$ cat config.mk
export PLATFORM = sky130hd
export DESIGN_NAME = vec_seq_greedy
export DESIGN_NICKNAME = d
export VERILOG_FILES = /design/src/rtl/vec_seq_greedy.sv
export SDC_FILE = /design/constraint.sdc
export NUM_CORES = 1
export LEC_CHECK = 0
export CORE_ASPECT_RATIO = 1.1
export CORE_MARGIN = 1
export CORE_UTILIZATION = 37
export CTS_BUF_LIST = sky130_fd_sc_hd__clkbuf_2 sky130_fd_sc_hd__clkbuf_4 sky130_fd_sc_hd__clkbuf_8
export CTS_CLUSTER_DIAMETER = 50
export DETAILED_ROUTE_END_ITERATION = 10
export SYNTH_ARGS = -nofsm -noshare
export SYNTH_HDL_FRONTEND = slang
export SYNTH_SLANG_ARGS = --single-unit
export TNS_END_PERCENT = 10
$ cat constraint.sdc
create_clock -name clk -period 15.6 [get_ports clk]
set_input_delay 2.34 -clock clk [delete_from_list [all_inputs] [get_ports clk]]
set_output_delay 2.34 -clock clk [all_outputs]
set_load 0.005 [all_outputs]
$ cat src/rtl/vec_seq_greedy.sv
module vec_seq_greedy #(
  parameter int N = 8,
  parameter int W = 8
) (
  input  logic                        clk,
  input  logic                        rst_n,
  input  logic                        wr_en,
  input  logic [$clog2(N)-1:0]        wr_row,
  input  logic [$clog2(N)-1:0]        wr_col,
  input  logic [W-1:0]                wr_data,
  input  logic                        start,
  input  logic                        seed_mode,
  input  logic [$clog2(N)-1:0]        seed_idx,
  output logic                        busy,
  output logic                        out_valid,
  output logic [$clog2(N)-1:0]        out_idx,
  output logic                        out_last,
  output logic [W+$clog2(N)-1:0]      path_cost,
  output logic                        done
);
  localparam int IW = $clog2(N);
  localparam int AW = $clog2(N*N);
  localparam int CW = W + IW;
  localparam int KW = $clog2(N+1);

  typedef enum logic [1:0] {IDLE, GSCAN, EMIT2, RSCAN} st_t;

  st_t            st;
  logic [W-1:0]   mem [N*N];
  logic [IW-1:0]  sr, sc, br, bc;
  logic [W-1:0]   bw;
  logic           have;
  logic [N-1:0]   vis;
  logic [KW-1:0]  cnt;

  function automatic logic [N-1:0] bit_of(input logic [IW-1:0] i);
    return {{(N-1){1'b0}}, 1'b1} << i;
  endfunction

  always_ff @(posedge clk)
    if (wr_en) mem[AW'(wr_row) * AW'(N) + AW'(wr_col)] <= wr_data;

  logic [W-1:0]  ew;
  logic          cand, take, end_col, end_all;
  logic [W-1:0]  nb_w;
  logic [IW-1:0] nb_r, nb_c;

  assign ew      = mem[AW'(sr) * AW'(N) + AW'(sc)];
  assign cand    = (st == GSCAN) ? (sr != sc) : !vis[sc];
  assign take    = cand && (!have || ew < bw);
  assign nb_w    = take ? ew : bw;
  assign nb_r    = take ? sr : br;
  assign nb_c    = take ? sc : bc;
  assign end_col = sc == IW'(N-1);
  assign end_all = end_col && sr == IW'(N-1);
  assign busy    = st != IDLE;

  always_ff @(posedge clk) begin
    if (!rst_n) begin
      st <= IDLE; sr <= '0; sc <= '0; br <= '0; bc <= '0; bw <= '0;
      have <= 1'b0; vis <= '0; cnt <= '0; path_cost <= '0;
      out_valid <= 1'b0; out_idx <= '0; out_last <= 1'b0; done <= 1'b0;
    end else begin
      out_valid <= 1'b0;
      out_last  <= 1'b0;
      done      <= 1'b0;
      case (st)
        IDLE: if (start) begin
          path_cost <= '0;
          have      <= 1'b0;
          sc        <= '0;
          if (seed_mode) begin
            out_valid <= 1'b1;
            out_idx   <= seed_idx;
            vis       <= bit_of(seed_idx);
            sr        <= seed_idx;
            cnt       <= KW'(1);
            st        <= RSCAN;
          end else begin
            vis <= '0;
            sr  <= '0;
            st  <= GSCAN;
          end
        end
        GSCAN: begin
          have <= have | take;
          bw <= nb_w; br <= nb_r; bc <= nb_c;
          if (end_all) begin
            out_valid <= 1'b1;
            out_idx   <= nb_r;
            vis       <= bit_of(nb_r);
            st        <= EMIT2;
          end else begin
            sc <= end_col ? '0 : sc + 1'b1;
            sr <= end_col ? sr + 1'b1 : sr;
          end
        end
        EMIT2: begin
          out_valid <= 1'b1;
          out_idx   <= bc;
          path_cost <= path_cost + CW'(bw);
          sr        <= bc;
          sc        <= '0;
          have      <= 1'b0;
          cnt       <= KW'(2);
          if (N == 2) begin
            out_last <= 1'b1; done <= 1'b1; vis <= '0; st <= IDLE;
          end else begin
            vis <= vis | bit_of(bc);
            st  <= RSCAN;
          end
        end
        RSCAN: begin
          if (end_col) begin
            out_valid <= 1'b1;
            out_idx   <= nb_c;
            path_cost <= path_cost + CW'(nb_w);
            sr        <= nb_c;
            sc        <= '0;
            have      <= 1'b0;
            cnt       <= cnt + 1'b1;
            if (cnt == KW'(N-1)) begin
              out_last <= 1'b1; done <= 1'b1; vis <= '0; st <= IDLE;
            end else begin
              vis <= vis | bit_of(nb_c);
            end
          end else begin
            have <= have | take;
            bw <= nb_w; bc <= nb_c;
            sc <= sc + 1'b1;
          end
        end
        default: st <= IDLE;
      endcase
    end
  end

  a_r8_done_with_last: assert property (@(posedge clk) disable iff (!rst_n)
    done |-> out_valid && out_last);
  a_r8_done_single: assert property (@(posedge clk) disable iff (!rst_n)
    done |=> !done);
  a_r4_fresh_index: assert property (@(posedge clk) disable iff (!rst_n)
    out_valid && !out_last |-> $countones(vis) == $countones($past(vis)) + 1);
  a_r9_quiet_when_idle: assert property (@(posedge clk) disable iff (!rst_n)
    !busy |-> !out_valid || out_last);
  a_r8_cost_grows: assert property (@(posedge clk) disable iff (!rst_n)
    $past(busy) && busy |-> path_cost >= $past(path_cost));
endmodule

==> metrics list <==
- The flow ran to the end, and the final reports show no timing, DRC or antenna violations.
* Mean area per synthesized cell: 17.8 um^2
- PwrDens: 148 nW/um^2
- Drt wl/cell: 23.7 um
* Starting Density: 37.6%
- The tightest min-delay check is of the reg2reg type.
* Number of nets with antenna violations after detailed routing: 0
* Num Clock Sinks: 563
- The number of hold violations in the final report is 0.
- The number of antenna diodes in the final layout is 0.
* CTS root buf: clkbuf_8
- Row generation in the floorplan step produced 96 rows.
- Highest fanout seen on the critical path: 116
- Across every metal layer, demand over resource in global routing totals 17.1%.
- Pin placement for this block handled 40 I/O pins.
* Final Net Count: 1432
- In the finished design, the share of the clock period the worst path needs comes to 47.9%.
- Post-detailed-routing wire length: 54200 um
* Max rail drop VDD: 0.0000941 V
- Cell area reported after detailed placement: 24600 um^2
- Post-Layout Inst Area: 26400 um^2
- WS Path Type: reg2reg
* GR Overflow Total: 0
- The number of nets in the synthesized netlist is 1368.
* Routed via count: 12400
- Chip height: 267 um
- CP required: 16.14 ns
* TNS Setup: 0 ns
- Among all flip-flop cells after synthesis, the most frequent one is edfxtp_1.
* RePlAce Congestion: 0.805
* Unrepaired setup endpoints after global routing: false
* Clock transition at path regs: 0.07 ns
- Subtracting the final worst setup slack from the clock period gives 7.48 ns.
- Compared with the post-synthesis result, the final layout area differs by 11.9%.
- DRC marker count from the first detailed-route iteration: 957
* Number of vias per cell: 5.42
* CP arrival: 8.02 ns
- The first detailed-routing pass took 5 iterations.
- Share of flip-flops with an asynchronous set or reset: 0%
* Post-CTS setup repair buffer count: 0
- Timing would allow up to 0.134 GHz.
- In the routed design, unresolved DRC markers number 0.
- At the pin with the least slew margin, the transition time is 1.24 ns.
- At the later pin of the worst-skew pair, clock insertion delay measures 0.68 ns.
* Worst rel slew slack: 17.0%
* X dimension of the die: 243 um
- The region available for standard cell placement spans 62700 um^2.
- Sequential element share of the synthesized area: 69.6%
* Total clock buffers created by CTS: 91
- Number of buffers added to fix hold violations after cts: 0
- The number of antenna violations at the first check in global routing was 3.
- Counting flops and latches in the post-synthesis netlist gives 563.
* Summed instance area of the synthesized netlist: 23600 um^2
- STA classifies the critical path endpoint as a flip-flop.
- Synthesis handed over a netlist of 1320 instances.
- During synthesis, Yosys emitted a total of 0 warnings.
- Maximum clock skew at final layout: 0.0351 ns
* Layout cells sized above 1: 23.5%
- Counting distinct cell types in the post-synthesis netlist gives 60.
- Hold timing on the final database bottoms out at a slack of 0.487 ns.
- In this run the tool buffered the top-level ports with 39 buffer cells.
* Largest net degree at the start of global routing: 117
- The first global-routing pass estimated 82500 um of wire.
- STA classifies the critical path startpoint as a flip-flop.
* Max Cap Viol: 0
* Setup slack of the worst register-to-register path: 8.12 ns
- Pins over their slew limit: 0
- TritonCTS clock tree: done
- The synthesized design contains 512 enable-type register cells.
- Total of endpoints with negative setup slack in the final report: 0
* Number of global-route vias before repair: 12800
- The clock passes through at most 3 buffers.
- Number of H-tree branching levels: 3
- Die Area: 64700 um^2
- Post-cts repair resize count: 0
* Post-detailed-placement half-perimeter wirelength: 32600 um
- Static power due to leakage: 8.08 nW
[metrics by stage]
step,power (mW),utilization (%),instances,setup slack [ns]
global route,4.06,42.0,2287,7.51
detailed placement,2.69,39.2,2124,8.20
finish,3.89,42.0,2287,8.12
global placement,2.68,39.2,2124,8.22
CTS,3.93,42.0,2287,8.17
floorplan,2.45,-,1320,9.19
[placed cells by master, fill, tap and decap left out, types with 5 or more instances in the layout]
cell type | synthesis | layout
a211oi_1 | 8 | 8
a21o_1 | 7 | 7
a21oi_1 | 45 | 45
a21oi_2 | 5 | 5
a311oi_1 | 12 | 12
a31oi_1 | 10 | 10
and2_1 | 6 | 6
buf_2 | 14 | 8
buf_4 | 10 | 10
clkbuf_4 | 0 | 28
clkbuf_8 | 0 | 92
clkdlybuf4s50_1 | 0 | 31
clkinv_1 | 0 | 20
clkinv_2 | 0 | 15
dfxtp_1 | 51 | 48
edfxtp_1 | 512 | 512
ha_1 | 25 | 25
inv_1 | 28 | 27
mux2i_1 | 21 | 21
mux4_2 | 161 | 161
nand2_1 | 47 | 47
nand3_1 | 22 | 22
nand3b_1 | 11 | 11
nand4_1 | 7 | 7
nor2_1 | 125 | 125
nor2b_1 | 15 | 15
o211ai_1 | 11 | 11
o21ai_0 | 36 | 36
o31ai_1 | 5 | 5
xor2_1 | 7 | 7
[synthesized netlist by cell type, types with 3 or more instances]
master,n,area (um^2)
nand2b_1,4,25.0
buf_6,9,101
a21oi_2,5,43.8
mux4_2,161,3630
a21boi_0,3,22.5
buf_4,10,75.1
edfxtp_1,512,15400
nand4_1,7,43.8
a311oi_1,12,105
nor3_1,4,20.0
o221ai_1,3,26.3
o21a_1,4,30.0
nor2b_1,15,93.8
mux2_2,3,33.8
nor2_1,125,469
dfxtp_1,51,1020
a21o_1,7,52.6
and3_1,4,25.0
o31ai_1,5,37.5
mux2i_1,21,210
a21oi_1,45,225
o21ai_0,36,180
inv_1,28,105
xnor2_1,4,35.0
a31oi_1,10,62.6
nand3_1,22,110
xor2_1,7,61.3
buf_2,14,70.1
or3_1,4,25.0
o211ai_1,11,82.6
nand2_1,47,176
nand3b_1,11,82.6
a211oi_1,8,60.1
clkbuf_1,42,158
and2_1,6,37.5
ha_1,25,313
[layer usage]
metal | vias up | global-route usage (%) | routed length, um
li1 | 5467 | - | -
met1 | 6388 | 22.9 | 23000
met2 | 420 | 27.6 | 26200
met3 | 111 | 3.78 | 3370
met4 | 6 | 6.09 | 1560
met5 | - | 0 | 46
[kinds of logic after synthesis]
logic type	Yosys count	share of synthesized area, %
AOI/OAI and AO/OA	170	4.79
xor gates and xnor gates	11	0.409
adders and majority gates	26	1.41
buffers and inverters	107	2.32
DFF	563	69.6
muxes	185	16.4
and+or+nand+nor	258	5.02
[registers in the layout, indices dropped and copies added, names as in the netlist]
signal and count:
mem 512, path_cost 11, bw 8, vis 8, cnt 4, bc 3
br 3, out_idx 3, sc 3, sr 3, st 2, done 1
have 1, out_valid 1
[worst paths after layout]
| kind | from | end | cells after the start |
|---|---|---|---|
| worst max-delay path | sc[0] | path_cost[10] | 23 |
| worst min-delay path | path_cost[5] | path_cost[5] | 2 |
| worst max register to register | sc[0] | path_cost[10] | 23 |
| worst min register to register | path_cost[5] | path_cost[5] | 2 |
[power breakdown]
part	internal, mW	switching, mW	leakage [nW]
sequential	1.69	0.0530	5.02
clock	0.654	0.582	0.935
combinational	0.398	0.512	2.12
total	2.74	1.15	8.08
[area by class of cell]
| cell class | count | area (um^2) |
|---|---|---|
| Clock buffer | 120 | 1480 |
| Clock inverter | 43 | 279 |
| Fill cell | 5643 | 36300 |
| Timing Repair Buffer | 50 | 445 |
| Sequential cell | 563 | 16400 |
| Tap cell | 833 | 1040 |
| Multi-Input combinational cell | 650 | 6610 |
| Inverter | 28 | 105 |
[critical path, cell delays in order (launching register included)]
cell	delay [ns]
dfxtp_4	0.63
buf_12	0.63
mux4_2	0.64
mux4_2	0.57
mux4_2	0.56
ha_1	0.24
or3_1	0.35
a21oi_1	0.20
o21bai_1	0.10
a21boi_2	0.22
o21a_1	0.20
buf_4	0.34
a21oi_1	0.17
a21o_1	0.22
fa_1	0.40
nor2b_1	0.12
o21ai_0	0.10
a21boi_0	0.25
o21ai_0	0.14
a21boi_0	0.28
o21ai_0	0.15
a211oi_1	0.29
xnor2_1	0.15
nor2_1	0.05
Note: power is estimated with default switching activity, not from simulation.
